## src/rtl/dma_arb_pkg.sv

```systemverilog
package dma_arb_pkg;

    localparam int N_PORT = 2;

    typedef enum logic [0:0] {
        OWN_IDLE = 1'b0,
        OWN_HELD = 1'b1
    } own_state_e;

    typedef enum logic [0:0] {
        TURN_P0 = 1'b0,
        TURN_P1 = 1'b1
    } turn_state_e;

endpackage

```

## src/rtl/dma_arb_lane.sv

```systemverilog
// One CPU port: picks its candidate channel and tracks injection ownership.
module dma_arb_lane
    import dma_arb_pkg::*;
#(
    parameter  int N_INJ   = 6,
    parameter  int PORT_ID = 0,
    localparam int N_CH    = N_INJ + N_PORT,
    localparam int IDX_W   = $clog2(N_CH)
) (
    input  logic             clk,
    input  logic             rst_n,
    input  logic [N_INJ-1:0] inj_live,
    input  logic [N_INJ-1:0] inj_en,
    input  logic [N_INJ-1:0] inj_here,
    input  logic             xtr_live,
    input  logic [N_CH-1:0]  eof_vec,
    input  logic             peer_own_vld,
    input  logic [IDX_W-1:0] peer_own_idx,
    input  logic             take,
    output logic             has_work,
    output logic [IDX_W-1:0] cand_idx,
    output logic             own_vld,
    output logic [IDX_W-1:0] own_idx
);

    localparam logic [IDX_W-1:0] XTR_IDX = IDX_W'(N_INJ + PORT_ID);

    own_state_e       state_q, state_d;
    logic [IDX_W-1:0] own_q, own_d;
    logic             claim_found;
    logic [IDX_W-1:0] claim_idx;
    logic             owner_live;
    logic             owner_en;
    logic             inj_found;
    logic [IDX_W-1:0] inj_idx;
    logic             cand_eof;
    logic             inj_take;

    // Highest-numbered live channel routed here and not owned by the peer.
    always_comb begin
        claim_found = 1'b0;
        claim_idx   = '0;
        for (int i = 0; i < N_INJ; i++) begin
            if (inj_live[i] && inj_here[i] &&
                !(peer_own_vld && (peer_own_idx == IDX_W'(i)))) begin
                claim_found = 1'b1;
                claim_idx   = IDX_W'(i);
            end
        end
    end

    always_comb begin
        owner_live = 1'b0;
        owner_en   = 1'b0;
        for (int i = 0; i < N_INJ; i++) begin
            if (own_q == IDX_W'(i)) begin
                owner_live = inj_live[i];
                owner_en   = inj_en[i];
            end
        end
    end

    // Output process: candidate and ownership view.
    always_comb begin
        inj_found = 1'b0;
        inj_idx   = '0;
        unique case (state_q)
            OWN_IDLE: begin
                inj_found = claim_found;
                inj_idx   = claim_idx;
            end
            OWN_HELD: begin
                inj_found = owner_live;
                inj_idx   = own_q;
            end
            default: begin
                inj_found = 1'b0;
                inj_idx   = '0;
            end
        endcase
        has_work = xtr_live || inj_found;
        cand_idx = xtr_live ? XTR_IDX : inj_idx;
        own_vld  = (state_q == OWN_HELD);
        own_idx  = own_q;
    end

    always_comb begin
        cand_eof = 1'b0;
        for (int i = 0; i < N_CH; i++) begin
            if (cand_idx == IDX_W'(i)) cand_eof = eof_vec[i];
        end
    end

    assign inj_take = take && !xtr_live;

    // Next-state: CLAIM, RELEASE_EOF, RELEASE_DIS.
    always_comb begin
        state_d = state_q;
        own_d   = own_q;
        unique case (state_q)
            OWN_IDLE: begin
                if (inj_take && claim_found && !cand_eof) begin
                    state_d = OWN_HELD;
                    own_d   = claim_idx;
                end
            end
            OWN_HELD: begin
                if (inj_take && owner_live && cand_eof) begin
                    state_d = OWN_IDLE;
                end else if (!owner_en) begin
                    state_d = OWN_IDLE;
                end
            end
            default: state_d = OWN_IDLE;
        endcase
    end

    always_ff @(posedge clk or negedge rst_n) begin
        if (!rst_n) begin
            state_q <= OWN_IDLE;
            own_q   <= '0;
        end else begin
            state_q <= state_d;
            own_q   <= own_d;
        end
    end

endmodule

```

## src/rtl/dma_arb_turn.sv

```systemverilog
// Two-port turn keeper: alternates while both ports have work.
module dma_arb_turn
    import dma_arb_pkg::*;
(
    input  logic       clk,
    input  logic       rst_n,
    input  logic [1:0] work,
    output logic       pick,
    output logic       pick_vld
);

    turn_state_e state_q, state_d;

    always_comb begin
        pick_vld = |work;
        unique case (state_q)
            TURN_P0: pick = (work == 2'b11) ? 1'b0 : work[1];
            TURN_P1: pick = (work == 2'b11) ? 1'b1 : work[1];
            default: pick = work[1];
        endcase
    end

    // PASS to the other port if it waits, else KEEP the served one.
    always_comb begin
        state_d = state_q;
        if (pick_vld) begin
            if (work[~pick]) state_d = pick ? TURN_P0 : TURN_P1;
            else             state_d = pick ? TURN_P1 : TURN_P0;
        end
    end

    always_ff @(posedge clk or negedge rst_n) begin
        if (!rst_n) state_q <= TURN_P0;
        else        state_q <= state_d;
    end

endmodule

```

## src/rtl/dma_prio_arb.sv

```systemverilog
module dma_prio_arb
    import dma_arb_pkg::*;
#(
    parameter  int N_INJ = 6,
    localparam int N_CH  = N_INJ + N_PORT,
    localparam int IDX_W = $clog2(N_CH)
) (
    input  logic             clk,
    input  logic             rst_n,
    input  logic [N_CH-1:0]  ch_req,
    input  logic [N_CH-1:0]  ch_en,
    input  logic [N_CH-1:0]  ch_eof,
    input  logic [N_INJ-1:0] inj_port_sel,
    output logic [N_CH-1:0]  gnt,
    output logic             gnt_vld,
    output logic [IDX_W-1:0] gnt_idx
);

    logic [N_CH-1:0]             live;
    logic [1:0]                  lane_work;
    logic [1:0][IDX_W-1:0]       cand_idx;
    logic [1:0]                  own_vld;
    logic [1:0][IDX_W-1:0]       own_idx;
    logic                        port_pick;
    logic                        port_pick_vld;
    logic [IDX_W-1:0]            sel_idx;
    logic [N_CH-1:0]             gnt_d;
    logic [IDX_W-1:0]            idx_d;
    logic [N_CH-1:0]             gnt_q;
    logic [IDX_W-1:0]            idx_q;
    logic                        vld_q;

    assign live = ch_req & ch_en;

    for (genvar p = 0; p < N_PORT; p++) begin : g_lane
        logic [N_INJ-1:0] here;
        logic             take;
        assign here = (p == 0) ? ~inj_port_sel : inj_port_sel;
        assign take = port_pick_vld && (port_pick == 1'(p));

        dma_arb_lane #(
            .N_INJ   (N_INJ),
            .PORT_ID (p)
        ) u_lane (
            .clk          (clk),
            .rst_n        (rst_n),
            .inj_live     (live[N_INJ-1:0]),
            .inj_en       (ch_en[N_INJ-1:0]),
            .inj_here     (here),
            .xtr_live     (live[N_INJ+p]),
            .eof_vec      (ch_eof),
            .peer_own_vld (own_vld[1-p]),
            .peer_own_idx (own_idx[1-p]),
            .take         (take),
            .has_work     (lane_work[p]),
            .cand_idx     (cand_idx[p]),
            .own_vld      (own_vld[p]),
            .own_idx      (own_idx[p])
        );
    end

    dma_arb_turn u_turn (
        .clk      (clk),
        .rst_n    (rst_n),
        .work     (lane_work),
        .pick     (port_pick),
        .pick_vld (port_pick_vld)
    );

    assign sel_idx = cand_idx[port_pick];

    always_comb begin
        gnt_d = '0;
        idx_d = '0;
        if (port_pick_vld) begin
            idx_d = sel_idx;
            for (int i = 0; i < N_CH; i++) begin
                if (sel_idx == IDX_W'(i)) gnt_d[i] = 1'b1;
            end
        end
    end

    always_ff @(posedge clk or negedge rst_n) begin
        if (!rst_n) begin
            gnt_q <= '0;
            idx_q <= '0;
            vld_q <= 1'b0;
        end else begin
            gnt_q <= gnt_d;
            idx_q <= idx_d;
            vld_q <= port_pick_vld;
        end
    end

    assign gnt     = gnt_q;
    assign gnt_idx = idx_q;
    assign gnt_vld = vld_q;

endmodule

```

## config.mk

```make
export PLATFORM = sky130hd
export DESIGN_NAME = dma_prio_arb
export DESIGN_NICKNAME = d
export VERILOG_FILES = /design/src/rtl/dma_arb_pkg.sv /design/src/rtl/dma_arb_lane.sv /design/src/rtl/dma_arb_turn.sv /design/src/rtl/dma_prio_arb.sv
export SDC_FILE = /design/constraint.sdc
export NUM_CORES = 1
export LEC_CHECK = 0
export BUFFER_PORTS_ARGS = -buffer_cell sky130_fd_sc_hd__clkbuf_2
export CORE_MARGIN = 8
export CORE_UTILIZATION = 54
export CTS_CLUSTER_DIAMETER = 200
export DETAILED_ROUTE_END_ITERATION = 12
export MAX_ROUTING_LAYER = met4
export PLACE_DENSITY = 0.8
export RECOVER_POWER = 100
export SYNTH_ARGS = -nofsm -noshare
export SYNTH_HDL_FRONTEND = slang
export SYNTH_SLANG_ARGS = --single-unit
```

## constraint.sdc

```tcl
create_clock -name clk -period 3.7 [get_ports clk]
set_input_delay 0.185 -clock clk [delete_from_list [all_inputs] [get_ports clk]]
set_output_delay 0.185 -clock clk [all_outputs]
set_load 0.05 [all_outputs]
```

Word level (Yosys, flattened, before mapping)
Index checks and enable logic that the tools add are counted.
{"block": "totals", "out_inout_bits": 12, "memories": 0, "mem_bits_ro": 0, "in_bits": 32, "latch_bits": 0, "ram_bits": 0, "register_bits": 21, "elab_cells": 218}
{"block": "op_classes", "eq_ne": 32, "addsub": 0, "n_mux": 96, "n_div": 0, "shift": 0, "reduce_logical": 74, "order_cmp": 2, "mul": 0, "n_bitwise": 6}
{"operator": "two-way mux 1 bit", "count": 75}
{"operator": "== test 3 bit, second input constant", "count": 16}
{"operator": "logical AND 1 bit", "count": 48}
{"operator": "== test 3 x 2 -> 1 bit, second input constant", "count": 10}
{"operator": "two-way mux 3 bit", "count": 9}
{"operator": "zero test 1 bit", "count": 16}
{"operator": "== test 3 x 1 -> 1 bit, second input constant", "count": 5}
{"operator": "zero test 3 bit", "count": 5}
{"operator": "one-hot mux 3 bit (2 select lines)", "count": 2}
{"operator": "one-hot mux 1 bit (2 select lines)", "count": 5}
{"operator": "bitwise AND 8 bit", "count": 1}
{"operator": "two-way mux 2 bit", "count": 4}
{"operator": "two-way mux 8 bit", "count": 1}
{"operator": "NOT 6 bit", "count": 1}
{"operator": "less-than comparator 1 x 2 -> 1 bit, second input constant", "count": 2}
{"operator": "NOT 1 bit", "count": 4}
{"operator": "AND reduction 2 bit", "count": 2}
{"operator": "== test 2 bit, second input constant", "count": 1}
{"operator": "logical OR 1 bit", "count": 2}
{"operator": "OR reduction 2 bit", "count": 1}

Longest topological paths before layout
Gate-level depths: netlist of the first run.
{"block": "depth", "ltp_word": 24, "ltp_mapped": 11}

Modules after synthesis
Synthesis of the first run repeated with hierarchy kept, for this count alone.
{"block": "unflattened", "hier_cells": 208, "hier_area_um2": 1968.1}
{"module": "dma_arb_lane at g_lane[0].u_lane", "n_inst": 1, "seq_area_each_um2": 100.1, "cells_each": 69, "area_per_inst_um2": 704.4}
{"module": "dma_arb_lane at g_lane[1].u_lane", "n_inst": 1, "seq_area_each_um2": 100.1, "cells_each": 79, "area_per_inst_um2": 634.4}
{"module": "dma_prio_arb", "n_inst": 1, "seq_area_each_um2": 300.3, "cells_each": 54, "area_per_inst_um2": 578.1}
{"module": "dma_arb_turn", "n_inst": 1, "seq_area_each_um2": 25.0, "cells_each": 6, "area_per_inst_um2": 51.3}

Worst setup path after synthesis of the first run
Ideal clock, no wire load.
{"block": "synth_timing", "path_kind": "reg2reg", "startpoint": "register g_lane[0].u_lane.own_q[2]", "endpoint": "register g_lane[1].u_lane.own_q[2]", "path_stages_with_launch": 10, "t_required_ns": 3.575, "path_slack_ns": 0.960, "t_arrival_ns": 2.615, "path_cell_list": "dfrtp_1 clkbuf_1 nor2b_1 o2111ai_1 a31oi_1 mux2i_1 mux2i_1 mux2_2 or2_4 mux2_4"}
{"block": "synth_via", "elab_chain_cells": 23, "elab_cells_between_ends": 74, "classes_between": "eq/ne: 13; mux: 32; reduce/logical: 29"}
{"item": "start: declaration", "line_no": "dma_arb_lane.sv:29", "rtl": "logic [IDX_W-1:0] own_q, own_d;"}
{"item": "start signal: assignment", "line_no": "dma_arb_lane.sv:124", "rtl": "own_q <= own_d;"}
{"item": "== test 3 x 1 -> 1 bit", "line_no": "dma_arb_lane.sv:45, dma_arb_lane.sv:56"}
{"item": "logical AND 1 bit", "line_no": "dma_arb_lane.sv:45", "rtl": "!(peer_own_vld && (peer_own_idx == IDX_W'(i)))) begin"}
{"item": "zero test 1 bit", "line_no": "dma_arb_lane.sv:45"}
{"item": "logical AND 1 bit", "line_no": "dma_arb_lane.sv:44", "rtl": "if (inj_live[i] && inj_here[i] &&"}
{"item": "two-way mux 1 bit", "line_no": "dma_arb_lane.sv:44"}
{"item": "two-way mux 2 bit (2 in a row)", "line_no": "dma_arb_lane.sv:44"}
{"item": "two-way mux 3 bit (2 in a row)", "line_no": "dma_arb_lane.sv:44"}
{"item": "one-hot mux 3 bit (2 select lines)", "line_no": "dma_arb_lane.sv:67", "rtl": "unique case (state_q)"}
{"item": "two-way mux 3 bit", "line_no": "dma_arb_lane.sv:82", "rtl": "cand_idx = xtr_live ? XTR_IDX : inj_idx;"}
{"item": "zero test 3 bit", "line_no": "dma_arb_lane.sv:90", "rtl": "if (cand_idx == IDX_W'(i)) cand_eof = eof_vec[i];"}
{"item": "two-way mux 1 bit (8 in a row)", "line_no": "dma_arb_lane.sv:90"}
{"item": "zero test 1 bit", "line_no": "dma_arb_lane.sv:102", "rtl": "if (inj_take && claim_found && !cand_eof) begin"}
{"item": "logical AND 1 bit", "line_no": "dma_arb_lane.sv:102"}
{"item": "AND reduction 2 bit (no source line)"}
{"item": "end signal: assignment", "line_no": "dma_arb_lane.sv:124"}
{"item": "end: declaration", "line_no": "dma_arb_lane.sv:29"}
Several ways; a longest one is shown, not always the timed one.
A chain may end at the register's enable or synchronous reset.

Worst setup path in the final report of the first run
Same ends and word-level chain as after synthesis.

==> flow_summary.ini, run 1 <==
[run_status]
status = complete, no violations

[synthesis]
synth_area_leaders = dfrtp_1 (28%), mux2i_1 (5.4%), mux2_2 (4.3%), nor2_1 (4.3%), nand2_1 (3.9%)
avgSynthCellArea_um2 = 8.72
synth_nets = 244
synth_top_area_cell = dfrtp_1
yosys_warnings = 0
synth_common_cells = dfrtp_1 (21), nor2_1 (21), nand2_1 (19)
ys_seq_elements = 21
syn_area_mm2 = 0.00185
synth_top_area_share_pct = 28.4
synth_ff_type = dfrtp_1
yosysUniqueCellTypes = 59
ys_seq_area_share_pct = 28.4
syn_inst = 212
synth_edf_count = 0
async_reset_ff_share_pct = 100

[sta]
period_share_pct = 89.1
final_hold_viol_count = 0
final_max_slew_viol_count = 0
fin_skew_ns = 0.00749
max_freq_mhz = 303
fin_tns_setup_ns = 0
worstMarginPinSlew_ns = 1.14
hold_ws_ns = 0.367
slew-limit-headroom_pct = 23.7
setup_viol_count_final = 0
post-route-min-period_ns = 3.30
rsz0062_at_grt = no

[cells_and_area]
area_growth_pct = 13.3
final_nets = 283
n_antenna_cell = 0
drive_gt1_share_pct = 20.0

[worst_setup_path]
critical_path_class = reg -> reg
r2r_start = g_lane[0].u_lane.own_idx[2]$_DFFE_PN0P_
crit_path_start = g_lane[0].u_lane.own_idx[2]$_DFFE_PN0P_
critPathSlowestCell = a31oi_1
crit_chain = nor2b_1, o2111ai_1, a31oi_1, mux2i_1, mux2i_1, mux2_1, or2_0, mux2_1
crit_path_start_kind = flip-flop
slowest_delay_ns = 0.68
crit_fanout = 11
cp-end-kind = flip-flop
worstPathArrival_ns = 3.50
critPathRequiredTime_ns = 3.90

[placement]
dp_hpwl_um = 4080
port_buffers = 43
place.gp.congestion = 0.938

[clock_network]
insertion_delay_ns = 0.31
h-tree-depth = 1
cts_sinks = 21
cts_tree = done
clkTransAtPathRegs_ns = 0.12
post_cts_buffers = 0
cts_made_buffers = 3
clockBufferDepth = 2
cts-root-buf = clkbuf_4

[floorplan]
die_area_mm2 = 0.00555
rows = 21
ios = 44
core_area_mm2 = 0.00331
die_h_um = 74.5
start_util_pct = 55.8
die_w_um = 74.5

[drt]
drcViolationCount = 0
drtIter0Drc = 179
vias_per_cell = 6.25
wire_per_inst_um = 17.1
first_pass_iters = 5
ant_nets = 0
wirelength_um = 5070
vias = 1850

[power]
internal-power_mw = 0.689
power.leakage_nw = 0.917
seq_power_share_pct = 32.4
clkPwrFrac_pct = 7.7
power_density_mw_per_mm2 = 699
p_switching_mw = 0.775
ir_drop_v = 0.000330
switching_share_pct = 52.9
combinationalPowerShare_pct = 59.8

[job]
drv_cap = 0

[worst_hold_path]
hp-start = ch_en[6]
hold_class = in -> reg

[global_route]
grt_max_degree = 22
overflow = 0
grt_pass1_vias = 1811
grtUsageTotal_pct = 19.4
grt_pass1_wl_um = 8300
antenna_found_initial = 0
## critical path, delay by kind of cell (launching register included)
family           cells  cell delay, ns
AND/OR/NAND/NOR      2            0.62
multiplexers         4            1.14
flip-flops           1            0.54
AO/OA/AOI/OAI        2            0.88
## cells in the final DEF, fill, tap and decap left out, types with 6 or more instances in the layout
cell / count
nor2_1: 21
a21oi_1: 8
dfrtp_1: 21
inv_1: 8
nand2_1: 19
mux2_2: 6
nand3_1: 6
mux2i_1: 10
o21ai_0: 10
clkbuf_1: 14
clkbuf_2: 30
## cell type report
cell class                 instances  area (um^2)
clock buffer                       3         22.5
clock inverter                     1         5.00
fill                             336         1220
multi-input combinational        172         1240
inverter                           8         30.0
timing repair buffer              45          213
sequential                        21          526
tap                               46         57.6
## kinds of logic (layout without fill, tap and decap cells)
| logic type | Yosys count | after routing | share of synthesized area [%] |
|---|---|---|---|
| AND/OR/NAND/NOR | 88 | 88 | 27.3 |
| AO/OA/AOI/OAI | 63 | 63 | 26.1 |
| multiplexers | 21 | 21 | 14.2 |
| flip-flops | 21 | 21 | 28.4 |
| buffers and inverters | 19 | 57 | 4.06 |
## power groups by stage
stage | registers (mW) | clock network, mW | logic [mW]
after global routing | 0.491 | 0.125 | 0.961
after floorplan | 0.522 | 0 | 0.652
after detailed placement | 0.476 | 0 | 0.897
final | 0.475 | 0.113 | 0.876
after global placement | 0.472 | 0 | 0.886
after CTS | 0.470 | 0.116 | 0.902
## worst paths after layout
| check | end | slack (ns) | depth (start not counted) |
|---|---|---|---|
| max | g_lane[1].u_lane.own_idx[2]$_DFFE_PN0P_ | 0.40 | 8 |
| min | g_lane[0].u_lane.own_idx[1]$_DFFE_PN0P_ | 0.37 | 4 |
| max reg2reg | g_lane[1].u_lane.own_idx[2]$_DFFE_PN0P_ | 0.40 | 8 |
| min reg2reg | u_turn.state_q$_DFFE_PN0P_ | 0.65 | 2 |
| max in group asynchronous | g_lane[1].u_lane.own_idx[1]$_DFFE_PN0P_ | 2.42 | 2 |
| min in group asynchronous | g_lane[0].u_lane.own_idx[2]$_DFFE_PN0P_ | 0.60 | 2 |
## routing by layer
layer	global-route usage (%)	routed length (um)	up-vias
met2	30.9	2410	82
met1	24.8	2210	855
li1	-	-	902
met3	2.56	355	11
met4	6.30	102	0
met5	-	0	-
## sequential cells by signal, summed over array words and instances, names as in the netlist
name                   cells
gnt_idx                    3
g_lane.u_lane.own_vld      2
gnt_vld                    1
g_lane.u_lane.own_idx      6
u_turn.state_q             1
gnt                        8
## per-stage QoR
stage | utilization [%] | std cells | cell area [um^2] | power, mW | worst slack, ns
5_1_grt | 63.3 | 296 | 2090 | 1.58 | 0.209
3_5_place_dp | 62.9 | 291 | 2080 | 1.37 | 0.573
4_1_cts | 64.1 | 296 | 2120 | 1.49 | 0.562
3_3_place_gp | 62.9 | 291 | 2080 | 1.36 | 0.653
6_report | 63.3 | 296 | 2090 | 1.46 | 0.405
2_1_floorplan | - | 212 | 1850 | 1.17 | 0.960
## what timing repair did
action,in CTS,in global routing
gates resized for setup,0,0
endpoints found under the hold margin,21,0
hold buffers,1,0
Power figures use the tool's default switching activity.
==> inputs of run 2 (changes only) <==
Settings changed: BUFFER_PORTS_ARGS -buffer_cell sky130_fd_sc_hd__clkbuf_2 to -buffer_cell sky130_fd_sc_hd__buf_2, CORE_MARGIN 8 to 1.5.
==> run 2 against run 1 <==
  * Die area decreased by 32%
  * Hold slack improved by 0.0051 ns
  * Fmax increased by 5.2%
  * Design area unchanged
  * Core utilization unchanged
  * Critical path type unchanged
  * Largest cell class unchanged
==> flow_summary.ini, run 2 (same netlist as run 1, synthesis figures left out) <==
[floorplan]
die_h_um = 61.5
core_area_mm2 = 0.00331
rows = 21
die_w_um = 61.5
die_area_mm2 = 0.00378
ios = 44
start_util_pct = 55.8

[placement]
placed_cells = 291
port_buffers = 43
dp_hpwl_um = 3590
place.gp.congestion = 0.929

[job]
drv_cap = 0

[cells_and_area]
drive_gt1_share_pct = 20.4
final_nets = 283
final_cell_mix = buf_2 (30), nor2_1 (21), dfrtp_1 (21), nand2_1 (19), clkbuf_1 (14)
fin_cells = 296
multiInputGateArea_mm2 = 0.00124
largest_reg_flops = 8
area_growth_pct = 13.3
n_fill_cell = 325
final_common_cell = buf_2
seqCellArea_um2 = 526
n_antenna_cell = 0

[global_route]
overflow = 0
grt_pass1_wl_um = 7070
antenna_found_initial = 0
grt_pass1_vias = 1521
grt_use_met3_pct = 3.36
grt_busiest_layer = met2
grt_max_degree = 22
grtUsageMet2_pct = 40.0
use_met1_pct = 35.5
grtUsageTotal_pct = 25.7

[clock_network]
cts_tree = done
cts_made_buffers = 3
clkTransAtPathRegs_ns = 0.12
cts-root-buf = clkbuf_4
insertion_delay_ns = 0.31
post_cts_buffers = 0
clockBufferDepth = 2
cts_sinks = 21
h-tree-depth = 1

[sta]
period_share_pct = 84.6
setup_viol_count_final = 0
final_max_slew_viol_count = 0
rsz0062_at_grt = no
post-route-min-period_ns = 3.13
fin_skew_ns = 0.00389
final_hold_viol_count = 0
fin_tns_setup_ns = 0
worstMarginPinSlew_ns = 1.10
max_freq_mhz = 319
slew-limit-headroom_pct = 26.4

[run_status]
status = complete, no violations

[drt]
first_pass_iters = 4
wirelength_um = 4600
drcViolationCount = 0
vias = 1869
vias_per_cell = 6.31
ant_nets = 0
wire_per_inst_um = 15.6
drtIter0Drc = 158

[worst_setup_path]
rr_worst_depth = 8
critical_path_class = reg -> reg
cp-end-kind = flip-flop
r2r_start = g_lane[0].u_lane.own_idx[2]$_DFFE_PN0P_
r2r_setup_slack_ns = 0.57
crit_path_start = g_lane[0].u_lane.own_idx[2]$_DFFE_PN0P_
crit_path_start_kind = flip-flop
worstPathArrival_ns = 3.34
crit_fanout = 11
critPathRequiredTime_ns = 3.91

[worst_hold_path]
holdPathStages = 4
hp-start = ch_en[6]
hold_class = in -> reg

[power]
power.leakage_nw = 0.912
power_density_mw_per_mm2 = 692
ir_drop_v = 0.000331
[run 2: area by class of cell]
class                   count  share of cell area (%)
multi-input cells         172                    59.3
clock buffers               3                    1.08
well taps                  46                    2.75
repair buffers             45                    10.2
inverters                   8                    1.43
flip-flops and latches     21                    25.1
clock inverters             1                   0.239
[run 2: worst paths after layout]
kind | endpoint
max in group asynchronous | g_lane[0].u_lane.own_idx[0]$_DFFE_PN0P_
min | g_lane[0].u_lane.own_idx[1]$_DFFE_PN0P_
max | g_lane[1].u_lane.own_idx[2]$_DFFE_PN0P_
min in group asynchronous | gnt_vld$_DFF_PN0_
max reg2reg | g_lane[1].u_lane.own_idx[2]$_DFFE_PN0P_
min reg2reg | u_turn.state_q$_DFFE_PN0P_
[run 2: what timing repair did]
item	in CTS	in global routing
hold endpoints to repair	21	0
gates resized for setup	0	0
hold buffers	1	0
[run 2: layer usage]
metal,vias up,routed length [um]
li1,896,-
met1,890,2120
met2,72,2160
met3,11,268
met4,0,51
met5,-,0
[run 2: critical path: stages, from the launching register on]
cell and delay [ns]:
dfrtp_1 0.53, nor2b_1 0.29, o2111ai_1 0.17, a31oi_1 0.66, mux2i_1 0.33, mux2i_1 0.10
mux2_1 0.36, or2_0 0.30, mux2_2 0.29
[run 2: through the flow]
stage / setup slack [ns] / total power, mW / instance area, um^2 / util, % / hold slack [ns]
2_1_floorplan: 0.960 / 1.17 / 1850 / - / -0.111
3_3_place_gp: 0.696 / 1.35 / 2080 / 62.9 / 0.163
3_5_place_dp: 0.640 / 1.36 / 2080 / 62.9 / 0.165
4_1_cts: 0.628 / 1.47 / 2120 / 64.1 / 0.361
5_1_grt: 0.323 / 1.56 / 2090 / 63.3 / 0.405
6_report: 0.568 / 1.45 / 2090 / 63.3 / 0.372
[run 2: power by group]
group / internal, mW / switching, mW
clock network: 0.0404 / 0.0713
logic: 0.333 / 0.533
registers: 0.318 / 0.154
total: 0.692 / 0.759
